`src/rtl/crc_pipe_pkg.sv`:
```
package crc_pipe_pkg;

  localparam int CRC_VEC_W = 64;

  typedef logic [CRC_VEC_W-1:0] crc_vec_t;

  // one serial division step on a zero-extended remainder of width w
  function automatic crc_vec_t crc_step(crc_vec_t r, logic b, crc_vec_t poly, int w);
    logic     fb;
    crc_vec_t n;
    crc_vec_t m;
    m = '0;
    for (int i = 0; i < CRC_VEC_W; i++) begin
      if (i < w) m[i] = 1'b1;
    end
    fb = r[w-1] ^ b;
    n  = r << 1;
    if (fb) n = n ^ poly;
    return n & m;
  endfunction

  // column col of the matrix X^p mod G: image of the unit vector e_col
  function automatic crc_vec_t crc_xp_col(int col, int p, crc_vec_t poly, int w);
    crc_vec_t r;
    r      = '0;
    r[col] = 1'b1;
    for (int s = 0; s < p; s++) begin
      r = crc_step(r, 1'b0, poly, w);
    end
    return r;
  endfunction

endpackage

```
`src/rtl/crc_rst_sync.sv`:
```
module crc_rst_sync (
  input  logic clk,
  input  logic rst_n,
  output logic srst_n
);

  logic meta_q;

  always_ff @(posedge clk or negedge rst_n) begin
    if (!rst_n) begin
      meta_q <= 1'b0;
      srst_n <= 1'b0;
    end else begin
      meta_q <= 1'b1;
      srst_n <= meta_q;
    end
  end

endmodule

```
`src/rtl/crc_stage.sv`:
```
// One registered multiply-by-X / reduce step. It consumes the top bit of the
// word it carries and forwards the remaining IW-1 bits.
module crc_stage #(
  parameter int             W    = 32,
  parameter int             IW   = 32,
  parameter logic [W-1:0]   POLY = '0
) (
  input  logic          clk,
  input  logic          rst_n,
  input  logic          in_vld,
  input  logic          in_last,
  input  logic          flush,
  input  logic [W-1:0]  in_rem,
  input  logic [IW-1:0] in_word,
  output logic          out_vld,
  output logic          out_last,
  output logic [W-1:0]  out_rem,
  output logic [IW-2:0] out_word
);

  logic         vld_d;
  logic         fb;
  logic [W-1:0] rem_d;

  always_comb begin
    fb    = in_rem[W-1] ^ in_word[IW-1];
    rem_d = {in_rem[W-2:0], 1'b0} ^ (fb ? POLY : '0);
    vld_d = in_vld & ~flush;
  end

  always_ff @(posedge clk or negedge rst_n) begin
    if (!rst_n) out_vld <= 1'b0;
    else        out_vld <= vld_d;
  end

  // payload registers carry no reset, loaded only with a valid word
  always_ff @(posedge clk) begin
    if (in_vld) begin
      out_last <= in_last;
      out_rem  <= rem_d;
      out_word <= in_word[IW-2:0];
    end
  end

endmodule

```
`src/rtl/crc_accum.sv`:
```
// Final division step plus running remainder: acc' = acc*X^P mod G + word remainder.
module crc_accum
  import crc_pipe_pkg::*;
#(
  parameter int           W    = 32,
  parameter int           P    = 32,
  parameter logic [W-1:0] POLY = '0
) (
  input  logic         clk,
  input  logic         rst_n,
  input  logic         clr,
  input  logic         lnd_vld,
  input  logic         lnd_last,
  input  logic [W-1:0] lnd_rem,
  input  logic         lnd_bit,
  output logic [W-1:0] acc_q,
  output logic         done_q
);

  localparam crc_vec_t POLY_V = crc_vec_t'(POLY);

  logic [W-1:0] col_term [W];
  logic [W-1:0] fold;
  logic [W-1:0] word_rem;
  logic [W-1:0] acc_d;
  logic         done_d;
  logic         acc_en;
  logic         fb;

  for (genvar i = 0; i < W; i++) begin : g_col
    localparam crc_vec_t COL = crc_xp_col(i, P, POLY_V, W);
    assign col_term[i] = acc_q[i] ? COL[W-1:0] : '0;
  end

  always_comb begin
    fold = '0;
    for (int i = 0; i < W; i++) fold = fold ^ col_term[i];
    fb       = lnd_rem[W-1] ^ lnd_bit;
    word_rem = {lnd_rem[W-2:0], 1'b0} ^ (fb ? POLY : '0);
    acc_en   = clr | lnd_vld;
    acc_d    = acc_q;
    done_d   = done_q;
    if (clr) begin
      acc_d  = '0;
      done_d = 1'b0;
    end else if (lnd_vld) begin
      acc_d = fold ^ word_rem;
      if (lnd_last) done_d = 1'b1;
    end
  end

  always_ff @(posedge clk or negedge rst_n) begin
    if (!rst_n) begin
      acc_q  <= '0;
      done_q <= 1'b0;
    end else begin
      if (acc_en) acc_q <= acc_d;
      done_q <= done_d;
    end
  end

endmodule

```
`src/rtl/crc_pipe_div.sv`:
```
module crc_pipe_div
  import crc_pipe_pkg::*;
#(
  parameter int           W    = 32,
  parameter int           P    = 32,
  parameter logic [W-1:0] POLY = 32'h04C1_1DB7
) (
  input  logic         clk,
  input  logic         rst_n,
  input  logic         in_valid,
  output logic         in_ready,
  input  logic         in_sop,
  input  logic         in_last,
  input  logic [P-1:0] in_data,
  output logic [W-1:0] crc_rem,
  output logic         crc_done
);

  localparam int NSTG = P - 1;
  localparam int SKW  = (P * (P - 1)) / 2;

  // start of the skew slice leaving stage k (width P-k)
  function automatic int skw_off(int k);
    return (k - 1) * P - ((k - 1) * k) / 2;
  endfunction

  logic                  srst_n;
  logic                  ready_q;
  logic                  open_q;
  logic                  open_d;
  logic                  take;
  logic                  sop_take;
  logic [NSTG:1]         stg_vld;
  logic [NSTG:1]         stg_last;
  logic [NSTG:1][W-1:0]  stg_rem;
  logic [SKW-1:0]        skw;

  crc_rst_sync u_rst_sync (
    .clk    (clk),
    .rst_n  (rst_n),
    .srst_n (srst_n)
  );

  always_comb begin
    sop_take = in_valid & ready_q & in_sop;
    take     = in_valid & ready_q & (in_sop | open_q);
    open_d   = open_q;
    if (in_valid & ready_q) begin
      if (in_sop)                 open_d = ~in_last;
      else if (open_q && in_last) open_d = 1'b0;
    end
  end

  always_ff @(posedge clk or negedge srst_n) begin
    if (!srst_n) begin
      ready_q <= 1'b0;
      open_q  <= 1'b0;
    end else begin
      ready_q <= 1'b1;
      open_q  <= open_d;
    end
  end

  for (genvar k = 1; k <= NSTG; k++) begin : g_stg
    if (k == 1) begin : g_first
      crc_stage #(.W(W), .IW(P), .POLY(POLY)) u_stg (
        .clk      (clk),
        .rst_n    (srst_n),
        .in_vld   (take),
        .in_last  (in_last),
        .flush    (1'b0),
        .in_rem   ('0),
        .in_word  (in_data),
        .out_vld  (stg_vld[k]),
        .out_last (stg_last[k]),
        .out_rem  (stg_rem[k]),
        .out_word (skw[skw_off(k) +: P-k])
      );
    end else begin : g_mid
      crc_stage #(.W(W), .IW(P-k+1), .POLY(POLY)) u_stg (
        .clk      (clk),
        .rst_n    (srst_n),
        .in_vld   (stg_vld[k-1]),
        .in_last  (stg_last[k-1]),
        .flush    (sop_take),
        .in_rem   (stg_rem[k-1]),
        .in_word  (skw[skw_off(k-1) +: P-k+1]),
        .out_vld  (stg_vld[k]),
        .out_last (stg_last[k]),
        .out_rem  (stg_rem[k]),
        .out_word (skw[skw_off(k) +: P-k])
      );
    end
  end

  crc_accum #(.W(W), .P(P), .POLY(POLY)) u_accum (
    .clk      (clk),
    .rst_n    (srst_n),
    .clr      (sop_take),
    .lnd_vld  (stg_vld[NSTG]),
    .lnd_last (stg_last[NSTG]),
    .lnd_rem  (stg_rem[NSTG]),
    .lnd_bit  (skw[SKW-1]),
    .acc_q    (crc_rem),
    .done_q   (crc_done)
  );

  assign in_ready = ready_q;

endmodule

```
`config.mk`:
```
export PLATFORM = sky130hd
export DESIGN_NAME = crc_pipe_div
export DESIGN_NICKNAME = d
export VERILOG_FILES = /design/src/rtl/crc_pipe_pkg.sv /design/src/rtl/crc_rst_sync.sv /design/src/rtl/crc_stage.sv /design/src/rtl/crc_accum.sv /design/src/rtl/crc_pipe_div.sv
export SDC_FILE = /design/constraint.sdc
export NUM_CORES = 1
export LEC_CHECK = 0
export BUFFER_PORTS_ARGS = -buffer_cell sky130_fd_sc_hd__buf_4
export CAP_MARGIN = 15
export CORE_MARGIN = 2
export CORE_UTILIZATION = 60
export CTS_BUF_LIST = sky130_fd_sc_hd__clkbuf_4 sky130_fd_sc_hd__clkbuf_8 sky130_fd_sc_hd__clkbuf_16
export CTS_CLUSTER_DIAMETER = 30
export DETAILED_ROUTE_END_ITERATION = 10
export GPL_TIMING_DRIVEN = 0
export MAX_ROUTING_LAYER = met4
export PLACE_DENSITY_LB_ADDON = 0.12
export SETUP_SLACK_MARGIN = 0.1
export SLEW_MARGIN = 20
export SYNTH_ARGS = -nofsm -noshare
export SYNTH_HDL_FRONTEND = slang
export SYNTH_SLANG_ARGS = --single-unit
```
`constraint.sdc`:
```
create_clock -name clk -period 3.3 [get_ports clk]
set_input_delay 0 -clock clk [delete_from_list [all_inputs] [get_ports clk]]
set_output_delay 0 -clock clk [all_outputs]
set_load 0.01 [all_outputs]
```
==> results.toml, run 1 <==
[worst_setup_path]
critical_path.slowest_cell = "xnor3_1"
crit_cells = 7
arrival_ns = 3.16
critPathLaunchType = "flop"
cp_num_buf_inv = 1
end_kind = "flop"
cp_top_family = "XOR/XNOR gates"
path_cells = "buf_2 -> xor2_1 -> xnor2_1 -> xnor3_1 -> xnor2_1 -> a21oi_1 -> a31o_1"
critical-path-max-stage-delay_ns = 0.58
crit_fanout = 7
r2r-start = "u_accum.acc_q[14]"
crit_path_start = "u_accum.acc_q[14]"
crit_type = "flop to flop"
timing.rr.end = "u_accum.acc_q[2]"
reg2reg_slack_ns = 0.78
worstPathRequired_ns = 3.94
crit_end = "u_accum.acc_q[2]"
crit_top_cell = "xnor2_1"
ff2ff_path_depth = 7

[clocking]
clock_path_buffers = 3
cts_buffers = 212
post_cts_resized = 0
path_clk_slew_ns = 0.05
cts_tree = "done"
insertion_delay_ns = 0.77
htree_levels = 4
ctsRootBufferMaster = "clkbuf_16"
clock_sinks = 1455

[place]
io_buffer_count = 70
hpwl_um = 46600
place_congestion = 0.851

[drt]
met3WireLength_um = 3000
drc = 0
highest_layer = "met4"
ant_nets = 0
drt_iter0_markers = 1014
wire_per_inst_um = 19.8
dr.pass1.iters = 7
totalWireLength_um = 78300
via_count = 19700
wl_met1_um = 29800
met2_length_um = 43400
viasPerCell = 4.99

[timing]
worstMarginPinSlew_ns = 0.853
slew_headroom_pct = 42.7
slew_violations = 0
fmax_mhz = 397
setup_viol = 0
min_period_ns = 2.52
period_share_pct = 76.3
whs_ns = 0.105
skew_ns = 0.0191
setup_tns_ns = 0
rsz0062_at_grt = "no"
hold_viol_final = 0

[yosys]
syn_area_per_cell_um2 = 21.9
ys_ff_latch = 1455
synthCells = 2295
synthArstFlopShare_pct = 4.67
yosysMostFrequentCell = "edfxtp_1"
ys_warn_count = 0
synth_edf_count = 1387
synth.distinct_cells = 35
ys_top_cells_by_area = "edfxtp_1 83%, xnor2_1 9.1%, dfrtp_1 3.4%"
syn-cell-area_um2 = 50400
yosysTopAreaCell = "edfxtp_1"
ys_top_cells_by_count = "1387 x edfxtp_1, 523 x xnor2_1, 71 x xor2_1"
ys_seq_area_share_pct = 86.1
synth-main-ff-cell = "edfxtp_1"
synth_top_area_share_pct = 82.7

[die]
core_area_um2 = 83400
die_area_um2 = 86300
initial_utilization_pct = 60.4
ios = 71
num_rows = 106
die_x_um = 294
die_h_um = 294

[global_route]
antenna_found_initial = 1
grtUsageTotal_pct = 19.4
grt_overflow = 0
grt_pass1_vias = 21300
grt_pass1_wl_um = 119000
grt_max_degree = 58

[layout]
ff_latch_area_um2 = 43400
antennaDiodeCount = 0
synthToLayoutAreaGrowth_pct = 21.5
fillers = 4555
multi_input_area_um2 = 6570
fin_nets = 2713
drive_above_1_share_pct = 19.8

[power]
p_per_area_nw_per_um2 = 745
vdd_ir_drop_max_uv = 714
p_leak_nw = 20.4

[job]
max_cap_violations = 0

[outcome]
status = "complete, no violations"

[min_path]
worstHoldPathType = "input port to asynchronous set/reset pin"
[timing repair]
item / 4_1_cts / 5_1_grt
hold buffers: 72 / 0
buffers inserted: 0 / 0
setup endpoints to repair: 0 / 0
endpoints found under the hold margin: 58 / 0
[how the worst min path moves through the flow]
stage                             end  startpoint  slack (ns)  cells past startpoint
finish              u_rst_sync.meta_q       rst_n        0.10                      3
detailed placement  u_rst_sync.meta_q       rst_n       -0.22                      1
global placement    u_rst_sync.srst_n       rst_n       -0.22                      1
floorplan           u_rst_sync.meta_q       rst_n       -0.30                      0
global route        u_rst_sync.srst_n       rst_n        0.09                      3
CTS                 u_rst_sync.srst_n       rst_n        0.05                      3
[registers in the layout (all words and copies together), names as in the netlist]
name and flops:
g_stg.g_first.u_stg.out_vld 1, u_accum.acc_q 32, u_accum.done_q 1, g_stg.g_first.u_stg.out_word 31, g_stg.g_mid.u_stg.out_last 30, u_rst_sync.meta_q 1, g_stg.g_mid.u_stg.out_word 465, g_stg.g_first.u_stg.out_last 1
in_ready 1, open_q 1, g_stg.g_first.u_stg.out_rem 1, g_stg.g_mid.u_stg.out_rem 859, u_rst_sync.srst_n 1, g_stg.g_mid.u_stg.out_vld 30
[report_power, final]
group	internal, W	switching (W)	total (W)
clock network	0.0152	0.00811	0.0234
logic	0.000658	0.000796	0.00145
registers	0.0206	0.000213	0.0208
[metrics by stage]
stage          total power [W]  cells  utilization [%]  setup WS (ns)  area (µm²)
6_report                0.0456   3945             73.3          0.781       61200
2_1_floorplan           0.0220   2296                -           1.27       50400
5_1_grt                 0.0470   3945             73.3          0.701       61200
3_5_place_dp            0.0225   3469             63.2          0.808       52800
4_1_cts                 0.0460   3944             73.3          0.789       61100
3_3_place_gp            0.0224   3446             62.6         0.0258       52200
[worst register-to-register path, cell delays in order (launching register included)]
cell and delay (ns):
dfrtp_1 0.34, buf_2 0.36, xor2_1 0.18, xnor2_1 0.39
xnor3_1 0.58, xnor2_1 0.25, a21oi_1 0.11, a31o_1 0.21
[per-layer routing]
layer	vias to the layer above	global-route usage [%]
li1	9282	-
met1	9899	21.0
met2	365	34.7
met4	0	7.60
met3	131	4.40
met5	-	-
[layout make-up]
type,instances,area share (%)
inverter,26,0.160
multi-input combinational,741,10.7
clock buffer,252,9.43
timing repair buffer,166,2.84
buffer,74,0.567
sequential,1455,70.9
tap,1080,2.21
clock inverter,151,3.11
[kinds of logic after synthesis]
logic type | share of synthesized area, %
flip-flops | 86.1
XOR/XNOR | 11.8
buffers and inverters | 0.882
AND/OR/NAND/NOR | 0.743
AO/OA/AOI/OAI | 0.410
multiplexers | 0.0596
other | 0.00745
[cell usage in the layout, fill, tap and decap left out, types with 4 or more instances in the layout]
master	instances
edfxtp_1	1387
xnor2_1	522
clkbuf_16	218
buf_4	78
dlygate4sd3_1	72
xor2_1	71
clkbuf_1	40
dfrtp_1	37
bufinv_16	34
and2_1	30
dfrtp_2	29
nor2_1	26
inv_1	25
buf_2	25
clkinv_4	25
clkbuf_4	25
inv_6	23
buf_12	23
clkinv_1	21
clkinvlp_4	21
clkinv_2	21
xnor2_2	13
xnor3_1	13
a211oi_1	10
clkbuf_8	9
nand3_1	8
nand2_1	8
o21ai_1	7
xor2_2	6
a21oi_1	4
inv_8	4
No activity file was read; power rests on OpenSTA's default activity.
==> run 2, diff against run 1 <==
--- a/config.mk
+++ b/config.mk
@@ -8,7 +8,7 @@
 export BUFFER_PORTS_ARGS = -buffer_cell sky130_fd_sc_hd__buf_4
 export CAP_MARGIN = 15
 export CORE_MARGIN = 2
-export CORE_UTILIZATION = 60
+export CORE_UTILIZATION = 56
 export CTS_BUF_LIST = sky130_fd_sc_hd__clkbuf_4 sky130_fd_sc_hd__clkbuf_8 sky130_fd_sc_hd__clkbuf_16
 export CTS_CLUSTER_DIAMETER = 30
 export DETAILED_ROUTE_END_ITERATION = 10
==> constraint.sdc (replaced) <==
create_clock -name clk -period 2.1 [get_ports clk]
set_input_delay 0 -clock clk [delete_from_list [all_inputs] [get_ports clk]]
set_output_delay 0 -clock clk [all_outputs]
set_load 0.01 [all_outputs]
==> results.toml, run 2 (synthesis results as in run 1) <==
[worst_setup_path]
worstPathRequired_ns = 2.74
cp_top_family = "XOR/XNOR gates"
crit_cells = 7
cp_num_buf_inv = 1
critical-path-max-stage-delay_ns = 0.55
crit_type = "flop to flop"
reg2reg_slack_ns = -0.004
r2r-start = "u_accum.acc_q[18]"
critPathLaunchType = "flop"
timing.rr.end = "u_accum.acc_q[2]"
end_kind = "flop"
crit_fanout = 7
ff2ff_path_depth = 7
arrival_ns = 2.75
crit_top_cell = "xnor2_2"
critical_path.slowest_cell = "xnor3_2"
path_cells = "buf_12 -> xor2_4 -> xnor2_2 -> xnor3_2 -> xnor2_2 -> a21oi_1 -> a31o_1"

[min_path]
worstHoldPathType = "input port to asynchronous set/reset pin"

[timing]
setup_viol = 2
skew_ns = 0.0382
slew_headroom_pct = 31.7
period_share_pct = 100
slew_violations = 0
whs_ns = 0.107
hold_viol_final = 0
rsz0062_at_grt = "yes"
min_period_ns = 2.10
fin_ws_ns = -0.00353
setup_tns_ns = -0.00559
worstMarginPinSlew_ns = 1.02
fmax_mhz = 475

[drt]
via_count = 20000
drc = 0
viasPerCell = 4.85
totalWireLength_um = 76400
wire_per_inst_um = 18.5
drt_iter0_markers = 1142
dr.pass1.iters = 5
ant_nets = 0

[die]
num_rows = 109
core_area_um2 = 88800
die_area_um2 = 92300
ios = 71
die_h_um = 304
initial_utilization_pct = 56.7
die_x_um = 304

[power]
p_leak_nw = 21.4
p_per_area_nw_per_um2 = 1140
vdd_ir_drop_max_uv = 936

[clocking]
clock_path_buffers = 3
cts_buffers = 227
path_clk_slew_ns = 0.05
clock_sinks = 1455
cts_tree = "done"
insertion_delay_ns = 0.78
htree_levels = 4
ctsRootBufferMaster = "clkbuf_16"

[layout]
fin_nets = 2799
fillers = 5133
synthToLayoutAreaGrowth_pct = 26.0
mostFrequentLayoutCells = "1387 x edfxtp_1, 456 x xnor2_1, 228 x clkbuf_16"
top_register = "g_stg.g_mid.u_stg.out_rem"
drive_above_1_share_pct = 26.3
top_regs = "g_stg.g_mid.u_stg.out_rem: 859 flops, g_stg.g_mid.u_stg.out_word: 465 flops, u_accum.acc_q: 32 flops"
largest_reg_flops = 859
ff_latch_area_um2 = 43400
antennaDiodeCount = 0
utilization_pct = 71.5
layout_commonest_cell = "edfxtp_1"
multi_input_area_um2 = 7570
stdcell_count = 4133

[place]
hpwl_um = 47400
place_congestion = 0.878
io_buffer_count = 70
pre_cts_ws_ns = -0.366
post-place-cells = 3560

[global_route]
grt_pass1_wl_um = 119000
grt_pass1_vias = 21500
grtUsageTotal_pct = 17.6
grt_overflow = 0
grt_max_degree = 39
antenna_found_initial = 0

[outcome]
violations = "negative setup slack"
status = "finished, violations left"

[job]
max_cap_violations = 0
==> run 2: changes by cell type in the layout (fill, tap and decap cells not counted), moves of 10 or more <==
cell        before  now
buf_12          23   36
buf_2           25    8
buf_4           78  129
buf_6            1   21
clkbuf_1        40   17
clkbuf_16      218  228
clkbuf_2         0   22
clkinv_2        21   31
clkinvlp_4      21   32
xnor2_1        522  456
xnor2_2         13   58
xnor2_4          1   22
xor2_1          71   56
xor2_4           3   15
==> run 2: area by class of cell <==
type,count,share of cell area (%)
Inverter,26,0.154
Clock inverter,166,2.99
Buffer,74,0.862
Sequential cell,1455,68.4
Multi-Input combinational cell,741,11.9
Timing Repair Buffer,237,3.79
Tap cell,1165,2.30
Clock buffer,269,9.57
==> run 2: report_power, final <==
part / switching [W] / internal [W]
registers: 0.000312 / 0.0323
clock network: 0.0132 / 0.0240
logic: 0.00138 / 0.00137
==> run 2: routing by layer <==
layer	routed length, µm	global-route usage, %
met5	0	-
met4	1840	6.98
met3	2940	3.99
met2	43800	32.4
met1	27800	18.0
==> run 2: repair_timing <==
| action | CTS | global route |
|---|---|---|
| setup endpoints to repair | 198 | 56 |
| setup buffers | 40 | 26 |
| pin swaps | 45 | 53 |
| endpoints found under the hold margin | 82 | 0 |
| resized for setup | 124 | 88 |
| hold buffers | 72 | 0 |
==> run 2: worst max-delay path by stage <==
stage | start | to | slack [ns]
finish | u_accum.acc_q[18] | u_accum.acc_q[2] | -0.004
CTS | u_accum.acc_q[24] | u_accum.acc_q[2] | -0.07
global route | u_accum.acc_q[18] | u_accum.acc_q[2] | -0.09
detailed placement | u_accum.acc_q[2] | u_accum.acc_q[4] | -0.37
global placement | u_accum.acc_q[2] | u_accum.acc_q[4] | -0.40
floorplan | u_accum.acc_q[6] | u_accum.acc_q[0] | 0.14
==> run 2: through the flow <==
stage	area (µm²)	total power (W)
after floorplan	50400	0.0346
final	63400	0.0726
after detailed placement	53000	0.0353
after global routing	63400	0.0750
after global placement	52300	0.0352
after CTS	62700	0.0732
==> run 2: worst min-delay path: stages <==
cell and delay [ns]:
dlygate4sd3_1 0.53, buf_4 0.10, dlygate4sd3_1 0.58
